<file path="src/rtl/frame_bridge_pkg.sv">
package frame_bridge_pkg;
  localparam logic [7:0] CMD_SOF = 8'h55;
  localparam logic [7:0] CMD_EOF = 8'hAA;
  localparam logic [7:0] RSP_SOF = 8'hAA;
  localparam logic [7:0] RSP_EOF = 8'h55;
  localparam logic [7:0] OP_READ  = 8'h10;
  localparam logic [7:0] OP_WRITE = 8'h11;
  localparam logic [7:0] OP_RESET = 8'h01;
  localparam logic [7:0] RC_READ  = 8'h7F;
  localparam logic [7:0] RC_WRITE = 8'h7E;
  localparam logic [7:0] RC_RESET = 8'h7D;
  localparam logic [7:0] RC_UNK   = 8'hFE;
  localparam logic [7:0] RC_ERR   = 8'hFD;

  typedef enum logic [2:0] {
    CK_READ, CK_WRITE, CK_RESET, CK_UNK, CK_ERR
  } cmd_kind_t;

  typedef enum logic [2:0] {
    RX_IDLE, RX_OPC, RX_ADDR, RX_DATA, RX_END, RX_HOLD
  } rx_state_t;
endpackage

</file>
<file path="src/rtl/frame_cmd_rx.sv">
module frame_cmd_rx
  import frame_bridge_pkg::*;
#(
  parameter int ADDR_BYTES = 2,
  parameter int DATA_BYTES = 4
) (
  input  logic                    clk,
  input  logic                    rst_n,
  input  logic                    in_valid,
  input  logic [7:0]              in_data,
  output logic                    in_ready,
  input  logic                    release_i,
  output logic                    cmd_vld,
  output cmd_kind_t               cmd_kind,
  output logic [7:0]              cmd_op,
  output logic [ADDR_BYTES*8-1:0] cmd_addr,
  output logic [DATA_BYTES*8-1:0] cmd_wdata
);
  localparam int ADDR_W = ADDR_BYTES * 8;
  localparam int DATA_W = DATA_BYTES * 8;
  localparam int CNT_MAX = (ADDR_BYTES > DATA_BYTES) ? ADDR_BYTES : DATA_BYTES;
  localparam int CW = $clog2(CNT_MAX + 1);

  rx_state_t          st_q, st_d;
  logic [CW-1:0]      cnt_q, cnt_d;
  logic [7:0]         op_q, op_d;
  logic [ADDR_W-1:0]  addr_q, addr_d;
  logic [DATA_W-1:0]  wd_q, wd_d;
  cmd_kind_t          kind_q, kind_d;
  logic               vld_q, vld_d;
  logic               take;

  assign in_ready = (st_q != RX_HOLD);
  assign take     = in_valid && in_ready;

  always_comb begin
    st_d   = st_q;
    cnt_d  = cnt_q;
    op_d   = op_q;
    addr_d = addr_q;
    wd_d   = wd_q;
    kind_d = kind_q;
    vld_d  = 1'b0;
    case (st_q)
      RX_IDLE: if (take && in_data == CMD_SOF) st_d = RX_OPC;
      RX_OPC: if (take) begin
        op_d  = in_data;
        cnt_d = '0;
        if (in_data == OP_READ || in_data == OP_WRITE) st_d = RX_ADDR;
        else if (in_data == OP_RESET)                   st_d = RX_END;
        else begin
          st_d   = RX_HOLD;
          vld_d  = 1'b1;
          kind_d = CK_UNK;
        end
      end
      RX_ADDR: if (take) begin
        addr_d = (addr_q << 8) | ADDR_W'(in_data);
        cnt_d  = cnt_q + 1'b1;
        if (cnt_q == CW'(ADDR_BYTES - 1)) begin
          cnt_d = '0;
          st_d  = (op_q == OP_WRITE) ? RX_DATA : RX_END;
        end
      end
      RX_DATA: if (take) begin
        wd_d  = (wd_q << 8) | DATA_W'(in_data);
        cnt_d = cnt_q + 1'b1;
        if (cnt_q == CW'(DATA_BYTES - 1)) begin
          cnt_d = '0;
          st_d  = RX_END;
        end
      end
      RX_END: if (take) begin
        st_d  = RX_HOLD;
        vld_d = 1'b1;
        if (in_data != CMD_EOF)  kind_d = CK_ERR;
        else if (op_q == OP_READ)  kind_d = CK_READ;
        else if (op_q == OP_WRITE) kind_d = CK_WRITE;
        else                       kind_d = CK_RESET;
      end
      RX_HOLD: if (release_i) st_d = RX_IDLE;
      default: st_d = RX_IDLE;
    endcase
  end

  always_ff @(posedge clk or negedge rst_n) begin
    if (!rst_n) begin
      st_q   <= RX_IDLE;
      cnt_q  <= '0;
      op_q   <= '0;
      addr_q <= '0;
      wd_q   <= '0;
      kind_q <= CK_RESET;
      vld_q  <= 1'b0;
    end else begin
      st_q   <= st_d;
      cnt_q  <= cnt_d;
      op_q   <= op_d;
      addr_q <= addr_d;
      wd_q   <= wd_d;
      kind_q <= kind_d;
      vld_q  <= vld_d;
    end
  end

  assign cmd_vld   = vld_q;
  assign cmd_kind  = kind_q;
  assign cmd_op    = op_q;
  assign cmd_addr  = addr_q;
  assign cmd_wdata = wd_q;

  AST_CMD_WHILE_HELD: assert property (@(posedge clk) disable iff (!rst_n)
    cmd_vld |-> !in_ready) else $error("command issued while input open");
endmodule

</file>
<file path="src/rtl/frame_bus_seq.sv">
module frame_bus_seq
  import frame_bridge_pkg::*;
(
  input  logic      clk,
  input  logic      rst_n,
  input  logic      cmd_vld,
  input  cmd_kind_t cmd_kind,
  output logic      bus_cs,
  output logic      bus_we,
  output logic      rsp_load
);
  logic rd_wait_q, rd_wait_d;

  assign bus_cs    = cmd_vld && (cmd_kind == CK_READ || cmd_kind == CK_WRITE);
  assign bus_we    = cmd_vld && (cmd_kind == CK_WRITE);
  assign rd_wait_d = cmd_vld && (cmd_kind == CK_READ);
  assign rsp_load  = (cmd_vld && cmd_kind != CK_READ) || rd_wait_q;

  always_ff @(posedge clk or negedge rst_n) begin
    if (!rst_n) rd_wait_q <= 1'b0;
    else        rd_wait_q <= rd_wait_d;
  end

  AST_CS_ONE_CYCLE: assert property (@(posedge clk) disable iff (!rst_n)
    bus_cs |=> !bus_cs) else $error("chip select longer than one cycle");
endmodule

</file>
<file path="src/rtl/frame_rsp_tx.sv">
module frame_rsp_tx
  import frame_bridge_pkg::*;
#(
  parameter int ADDR_BYTES = 2,
  parameter int DATA_BYTES = 4
) (
  input  logic                    clk,
  input  logic                    rst_n,
  input  logic                    load,
  input  cmd_kind_t               kind,
  input  logic [7:0]              op,
  input  logic [ADDR_BYTES*8-1:0] addr,
  input  logic [DATA_BYTES*8-1:0] rdata,
  output logic                    out_valid,
  output logic [7:0]              out_data,
  input  logic                    out_ready,
  output logic                    sent
);
  localparam int FRAME_MAX = 3 + ADDR_BYTES + DATA_BYTES;
  localparam int LW = $clog2(FRAME_MAX + 1);

  logic [7:0]    fr [FRAME_MAX];
  logic [7:0]    buf_q [FRAME_MAX];
  logic [LW-1:0] fr_len, len_q, idx_q, idx_d;
  logic          act_q, act_d;

  always_comb begin
    for (int i = 0; i < FRAME_MAX; i++) fr[i] = 8'h00;
    fr[0]  = RSP_SOF;
    fr_len = LW'(4);
    case (kind)
      CK_READ: begin
        fr[1] = RC_READ;
        for (int i = 0; i < ADDR_BYTES; i++) fr[2+i] = addr[(ADDR_BYTES-1-i)*8 +: 8];
        for (int j = 0; j < DATA_BYTES; j++)
          fr[2+ADDR_BYTES+j] = rdata[(DATA_BYTES-1-j)*8 +: 8];
        fr[FRAME_MAX-1] = RSP_EOF;
        fr_len = LW'(FRAME_MAX);
      end
      CK_WRITE: begin
        fr[1] = RC_WRITE;
        for (int i = 0; i < ADDR_BYTES; i++) fr[2+i] = addr[(ADDR_BYTES-1-i)*8 +: 8];
        fr[2+ADDR_BYTES] = RSP_EOF;
        fr_len = LW'(3 + ADDR_BYTES);
      end
      CK_RESET: begin
        fr[1]  = RC_RESET;
        fr[2]  = RSP_EOF;
        fr_len = LW'(3);
      end
      default: begin
        fr[1] = (kind == CK_UNK) ? RC_UNK : RC_ERR;
        fr[2] = op;
        fr[3] = RSP_EOF;
      end
    endcase
  end

  assign sent = act_q && out_ready && (idx_q == len_q - 1'b1);

  always_comb begin
    act_d = act_q;
    idx_d = idx_q;
    if (load) begin
      act_d = 1'b1;
      idx_d = '0;
    end else if (sent) begin
      act_d = 1'b0;
    end else if (act_q && out_ready) begin
      idx_d = idx_q + 1'b1;
    end
  end

  always_ff @(posedge clk or negedge rst_n) begin
    if (!rst_n) begin
      act_q <= 1'b0;
      idx_q <= '0;
      len_q <= '0;
    end else begin
      act_q <= act_d;
      idx_q <= idx_d;
      if (load) len_q <= fr_len;
    end
  end

  always_ff @(posedge clk or negedge rst_n) begin
    if (!rst_n) begin
      for (int i = 0; i < FRAME_MAX; i++) buf_q[i] <= 8'h00;
    end else if (load) begin
      for (int i = 0; i < FRAME_MAX; i++) buf_q[i] <= fr[i];
    end
  end

  assign out_valid = act_q;
  assign out_data  = buf_q[idx_q];

  AST_LOAD_WHEN_IDLE: assert property (@(posedge clk) disable iff (!rst_n)
    load |-> !act_q) else $error("reply loaded over a reply in flight");
  AST_HOLD_UNDER_STALL: assert property (@(posedge clk) disable iff (!rst_n)
    (out_valid && !out_ready) |=> (out_valid && $stable(out_data)))
    else $error("reply byte changed under back-pressure");
  AST_FRAME_OPENS: assert property (@(posedge clk) disable iff (!rst_n)
    $rose(out_valid) |-> out_data == RSP_SOF) else $error("bad reply opener");
  AST_FRAME_CLOSES: assert property (@(posedge clk) disable iff (!rst_n)
    sent |-> out_data == RSP_EOF) else $error("bad reply closer");
endmodule

</file>
<file path="src/rtl/frame_reg_bridge.sv">
module frame_reg_bridge
  import frame_bridge_pkg::*;
#(
  parameter int ADDR_BYTES = 2,
  parameter int DATA_BYTES = 4,
  localparam int ADDR_W = ADDR_BYTES * 8,
  localparam int DATA_W = DATA_BYTES * 8
) (
  input  logic              clk,
  input  logic              rst_n,
  input  logic              in_valid,
  input  logic [7:0]        in_data,
  output logic              in_ready,
  output logic              out_valid,
  output logic [7:0]        out_data,
  input  logic              out_ready,
  output logic              bus_cs,
  output logic              bus_we,
  output logic [ADDR_W-1:0] bus_addr,
  output logic [DATA_W-1:0] bus_wdata,
  input  logic [DATA_W-1:0] bus_rdata
);
  logic        cmd_vld, rsp_load, sent;
  cmd_kind_t   cmd_kind;
  logic [7:0]  cmd_op;

  frame_cmd_rx #(.ADDR_BYTES(ADDR_BYTES), .DATA_BYTES(DATA_BYTES)) u_rx (
    .clk(clk), .rst_n(rst_n), .in_valid(in_valid), .in_data(in_data),
    .in_ready(in_ready), .release_i(sent), .cmd_vld(cmd_vld),
    .cmd_kind(cmd_kind), .cmd_op(cmd_op), .cmd_addr(bus_addr),
    .cmd_wdata(bus_wdata)
  );

  frame_bus_seq u_seq (
    .clk(clk), .rst_n(rst_n), .cmd_vld(cmd_vld), .cmd_kind(cmd_kind),
    .bus_cs(bus_cs), .bus_we(bus_we), .rsp_load(rsp_load)
  );

  frame_rsp_tx #(.ADDR_BYTES(ADDR_BYTES), .DATA_BYTES(DATA_BYTES)) u_tx (
    .clk(clk), .rst_n(rst_n), .load(rsp_load), .kind(cmd_kind), .op(cmd_op),
    .addr(bus_addr), .rdata(bus_rdata), .out_valid(out_valid),
    .out_data(out_data), .out_ready(out_ready), .sent(sent)
  );

  AST_INPUT_CLOSED_IN_REPLY: assert property (@(posedge clk) disable iff (!rst_n)
    out_valid |-> !in_ready) else $error("input open during reply");
  AST_READ_DATA_FIRST: assert property (@(posedge clk) disable iff (!rst_n)
    (bus_cs && !bus_we) |=> !out_valid) else $error("reply before read data");
endmodule

</file>
<file path="config.mk">
export PLATFORM = sky130hd
export DESIGN_NAME = frame_reg_bridge
export DESIGN_NICKNAME = d
export VERILOG_FILES = /design/src/rtl/frame_bridge_pkg.sv /design/src/rtl/frame_cmd_rx.sv /design/src/rtl/frame_bus_seq.sv /design/src/rtl/frame_rsp_tx.sv /design/src/rtl/frame_reg_bridge.sv
export SDC_FILE = /design/constraint.sdc
export NUM_CORES = 1
export LEC_CHECK = 0
export BUFFER_PORTS_ARGS = -buffer_cell sky130_fd_sc_hd__buf_2
export CAP_MARGIN = 40
export CELL_PAD_IN_SITES_DETAIL_PLACEMENT = 2
export CELL_PAD_IN_SITES_GLOBAL_PLACEMENT = 2
export CORE_MARGIN = 3
export CORE_UTILIZATION = 40
export DETAILED_ROUTE_END_ITERATION = 10
export PLACE_DENSITY = 0.93
export SLEW_MARGIN = 30
export SYNTH_ARGS = -nofsm -noshare
export SYNTH_HDL_FRONTEND = slang
export SYNTH_SLANG_ARGS = --single-unit
</file>
<file path="constraint.sdc">
create_clock -name clk -period 3.5 [get_ports clk]
set_input_delay 0.525 -clock clk [delete_from_list [all_inputs] [get_ports clk]]
set_output_delay 0.525 -clock clk [all_outputs]
set_load 0.03 [all_outputs]
</file>
Yosys cells after proc, flatten, opt, wreduce, memory -nomap -nowiden. Cells that the tools add are included.

Add/subtract/negate cells: 3. Muxes and demuxes: 45. $lt $le $gt $ge: 1. Reductions and logical operators: 26. Bitwise gates (word level): 3. Equal/unequal tests: 30.

Operator list (count): 2-to-1 mux 3 bit (21); case mux 16 bit (3 select lines) (1); binary-select mux 8 bit (select 4 bit) (1); equality test 8 x 5 -> 1 bit, second input constant (4); 2-to-1 mux 32 bit (1); bitwise OR 32 x 8 -> 32 bit (1); case mux 8 bit (2 select lines) (2); case mux 3 bit (6 select lines) (1); 2-to-1 mux 8 bit (2); bitwise OR 16 x 8 -> 16 bit (1); equality test 3 x 2 -> 1 bit, second input constant (5); inequality test 2 x 1 -> 1 bit, second input constant (7); 2-to-1 mux 4 bit (3); case mux 4 bit (3 select lines) (1); equality test 3 x 1 -> 1 bit, second input constant (3); case mux 3 bit (3 select lines) (1); equality test 8 x 1 -> 1 bit, second input constant (1); equality test 8 x 7 -> 1 bit, second input constant (1); logical AND 1 bit (8); inequality test 2 bit, second input constant (4); inequality test 8 bit, second input constant (1); AND reduction 2 bit (4); AND reduction 8 bit (1); 2-to-1 mux 1 bit (7); 18 further kinds (26).

Logic and storage cells: 128. Register bits: 141.

Logic depth before layout (Yosys ltp).
Word-level depth: 6. Gate-level depth with buffers: 7. Depth with buffers taken out: 7.

Modules after synthesis. Synthesis repeated with hierarchy kept, for this count alone.

Cells, all modules: 504. Area, all modules: 5964.5 sq um.

By module, submodules not included: frame_rsp_tx (times used 1, sequential area each 1526.5 sq um, area each 3030.4 sq um, cells an instance 283); frame_cmd_rx (times used 1, sequential area each 1652.8 sq um, area each 2869.0 sq um, cells an instance 214); frame_bus_seq (times used 1, sequential area each 25.0 sq um, area each 65.1 sq um, cells an instance 7).

Least setup slack after synthesis. Ideal clock, no wire load.

Path type: flip-flop to output port. Start: register u_tx.idx_q[0]. End: output out_data[2]. Stages on the path, launching flop included: 7. Slack: 1085 ps. Arrival: 1890 ps. Cell sequence: dfrtp_1 buf_4 buf_4 nand2_1 o21bai_2 a21oi_1 o31ai_1.

Cells in the longest elaborated chain, start to end: 4.

RTL lines: from (decl) (line frame_rsp_tx.sv:24) `logic [LW-1:0] fr_len, len_q, idx_q, idx_d;`; from (signal assigned) (line frame_rsp_tx.sv:81) `idx_q <= idx_d;`; NOT 4 -> 5 bit (not written as such) (line frame_rsp_tx.sv:95) `assign out_data = buf_q[idx_q];`; binary-select mux 8 bit (select 4 bit) (line frame_rsp_tx.sv:95); 2-to-1 mux 8 bit (not written as such) (2 in series) (line frame_rsp_tx.sv:95); to (decl) (line frame_reg_bridge.sv:15) `output logic [7:0] out_data,`.

Every way passes these cells. The select of a mux whose other input is x is not followed.

Worst setup path in the final report.
Start: register u_tx.idx_q[0]. End: output out_data[0].

The elaborated chain is that of the path after synthesis.

==> results.ini <==
[setup_path]
crit_fanout = 23
cp-end-kind = output port
critPathLaunchType = flop
critPathRequiredTime_ps = 2970
critPathKind = flop to output port
critical_path_arrival_ps = 2330

[yosys]
ys_top_cells_by_area = dfrtp_1, mux2_1, a22o_1
syn_nets = 525
syn_avg_cell_area_sq_um = 12.2
ys_seq_area_frac = 0.555
synth_ff_type = dfrtp_1
syn-cell-area_sq_um = 5770
yosys.cell_types.count = 56
synth-seq-cells = 128
syn_inst = 475
yosysTopAreaCell = dfrtp_1
synth_edf_count = 0
ys_warn_count = 0
async_flop_share = 1.00
yosys.area.top_type_share = 0.550

[routing]
avgRoutedWirePerCell_microns = 24.4
dr.pass1.iters = 5
vias = 4380
drt-vias-per-instance = 5.67
drtAntennaViolNets = 0
route.final.wire_length_microns = 18900
detail_route.iter0.violations = 295
drc = 0

[sta]
rsz0062_at_grt = false
fmax_mhz = 351
finalSetupViolations = 0
max-slew-margin-rel = 0.562
tns_ps = 0
timing.final.max_slew_violations = 0
hold_viol_final = 0
finClkSkew_ps = 8.84
worstMarginPinSlew_ps = 654
finalCritPeriodShare = 0.814
fin_crit_ps = 2850

[clocking]
cts_buffers = 17
clkSinkCount = 128
cts_buffer_depth = 2
h-tree-depth = 4
cts_setup_buffers = 0
root_buffer = clkbuf_16
cts_tree = built
clk_latency_ps = 420
cts.clk_slew.worst_paths_ps = 60
cts_resized = 0

[final_layout]
syn2layout_area_growth_pct = 23.6
nets = 629
fin_util = 0.510
drive_above_1_share = 0.284
diodes = 0

[die]
die_area_sq_um = 15900
start_util = 0.413
rows = 43
core_area_sq_um = 14000
die_x_microns = 126
die_y_microns = 126
ioPinCount = 104

[power]
power_frac_seq = 0.369
power_density_nw_per_um2 = 776
combPwrFrac = 0.292
internal_power_w = 0.00344
netSwitchingPower_w = 0.00209
peakVddDrop_mv = 0.405
power_leakage_nw = 3.59
switching_share = 0.378
pwr-share-clk = 0.339

[global_routing]
antenna_found_initial = 0
grt_pass1_vias = 5005
gr-total-overflow = 0
grt_max_degree = 88
grt_pass1_wl_microns = 29900
grt_usage = 0.243

[placed_design]
place_hpwl_microns = 12100
place.gp.congestion = 0.810
port_buffers = 103

[flow_run]
maxCapViolations = 0

[hold_path]
min_path_type = primary input to flop

[status]
status = finished, final reports clean

-- power groups by stage --
stage	combinational [W]	sequential (W)	clock, W
after global placement	0.00138	0.00204	0
after global routing	0.00178	0.00208	0.00197
after floorplan	0.00120	0.00187	0
after CTS	0.00157	0.00206	0.00191
after detailed placement	0.00153	0.00208	0
final	0.00161	0.00205	0.00188
-- per-layer routing --
layer | vias up | track usage | wire length (microns)
li1 | 1934 | - | -
met1 | 2289 | 0.298 | 7310
met2 | 141 | 0.428 | 10300
met3 | 16 | 0.0738 | 1050
met4 | 0 | 0.0492 | 206
met5 | - | 0 | 0
-- registers in the layout (all words and copies together), names as in the netlist --
register and count:
u_rx.cmd_addr 16, u_seq.rd_wait_q 1, u_rx.cnt_q 3, u_tx.buf_q 53
u_rx.st_q 3, u_rx.cmd_vld 1, u_tx.out_valid 1, u_tx.idx_q 4
u_tx.len_q 3, u_rx.cmd_op 8, u_rx.cmd_wdata 32, u_rx.cmd_kind 3
-- synth_stat cells (2+ instances only) --
master,count
a21o_1,2
o21ai_1,11
ha_1,6
a22o_1,28
buf_2,13
o21ai_0,8
inv_1,12
nand2b_1,4
dfrtp_1,127
and3_1,2
buf_4,4
or2_1,2
inv_2,2
nor3_1,3
nor2_1,34
clkbuf_1,11
mux2i_1,5
nand2_1,37
a31oi_1,6
a221oi_1,4
mux4_2,10
xor2_1,3
o31ai_1,9
or3_1,2
mux2_1,60
nand3_1,11
a211oi_1,3
a22oi_1,2
a21oi_1,21
nor4_1,2
nor2b_1,6
-- what timing repair did --
action	4_1_cts	5_1_grt
endpoints found under the hold margin	0	16
hold buffers	0	1
setup endpoints to repair	0	0
-- placed cells by master (no fill, tap or decap), types with 2 or more instances in the layout --
| cell | count |
|---|---|
| a211oi_1 | 3 |
| a21o_1 | 2 |
| a21oi_1 | 21 |
| a221oi_1 | 4 |
| a22o_1 | 28 |
| a22oi_1 | 2 |
| a31oi_1 | 6 |
| and3_1 | 2 |
| buf_2 | 102 |
| buf_4 | 7 |
| buf_8 | 2 |
| bufinv_16 | 3 |
| clkbuf_16 | 17 |
| clkinv_4 | 4 |
| clkinvlp_4 | 2 |
| dfrtp_1 | 126 |
| ha_1 | 6 |
| inv_1 | 12 |
| inv_2 | 2 |
| inv_6 | 4 |
| mux2_1 | 60 |
| mux2i_1 | 5 |
| mux4_2 | 10 |
| nand2_1 | 37 |
| nand2b_1 | 4 |
| nand3_1 | 11 |
| nor2_1 | 34 |
| nor2b_1 | 5 |
| nor3_1 | 3 |
| nor3b_2 | 2 |
| nor4_1 | 2 |
| o21ai_0 | 8 |
| o21ai_1 | 11 |
| o31ai_1 | 9 |
| or2_1 | 2 |
| or3_1 | 2 |
| xor2_1 | 3 |
-- final cells by class --
class,instances,area [sq um]
timing repair buffer,114,642
fill,1399,6860
sequential,128,3210
clock inverter,14,180
inverter,14,52.6
multi-input combinational,304,2390
clock buffer,18,439
tap,180,225
-- final timing paths --
| path | start | endpoint | slack (ps) | cells past startpoint |
|---|---|---|---|---|
| worst max-delay path | u_tx.idx_q[0] | out_data[0] | 650 | 5 |
| min in group asynchronous | rst_n | u_tx.buf_q[30] | 500 | 2 |
| worst max register to register | u_rx.cmd_kind[0] | u_tx.idx_q[1] | 1350 | 5 |
| worst min-delay path | bus_rdata[2] | u_tx.buf_q[10] | 330 | 2 |
| max in group asynchronous | rst_n | u_rx.cmd_wdata[3] | 2070 | 4 |
| worst min register to register | u_tx.buf_q[36] | u_tx.buf_q[36] | 500 | 2 |
-- cell families (layout without fill, tap and decap cells) --
logic type / count (synthesis) / count (layout) / share of synthesized area
multiplexers: 75 / 75 / 0.165
AO/OA/AOI/OAI: 104 / 104 / 0.128
buffers and inverters: 43 / 160 / 0.0334
flip-flops: 128 / 128 / 0.555
XOR/XNOR: 6 / 6 / 0.0128
AND/OR/NAND/NOR: 113 / 113 / 0.0930
adder cells (fa/ha/maj): 6 / 6 / 0.0130
-- critical path, cell delays in order, from the launching register on --
cell	delay (ps)
dfrtp_2	780
mux2i_1	220
a211oi_1	380
a21oi_1	100
o21ai_1	200
buf_2	230
-- stage by stage --
stage	power (W)	setup slack, ps	area [sq um]	hold slack [ps]	std cells
6_report	0.00554	650	7130	328	772
5_1_grt	0.00584	528	7130	318	772
4_1_cts	0.00554	636	7080	201	769
3_5_place_dp	0.00361	1100	6460	481	737
3_3_place_gp	0.00343	852	6440	457	736
2_1_floorplan	0.00307	1080	5770	229	475
Note: power is estimated with default switching activity, not from simulation.
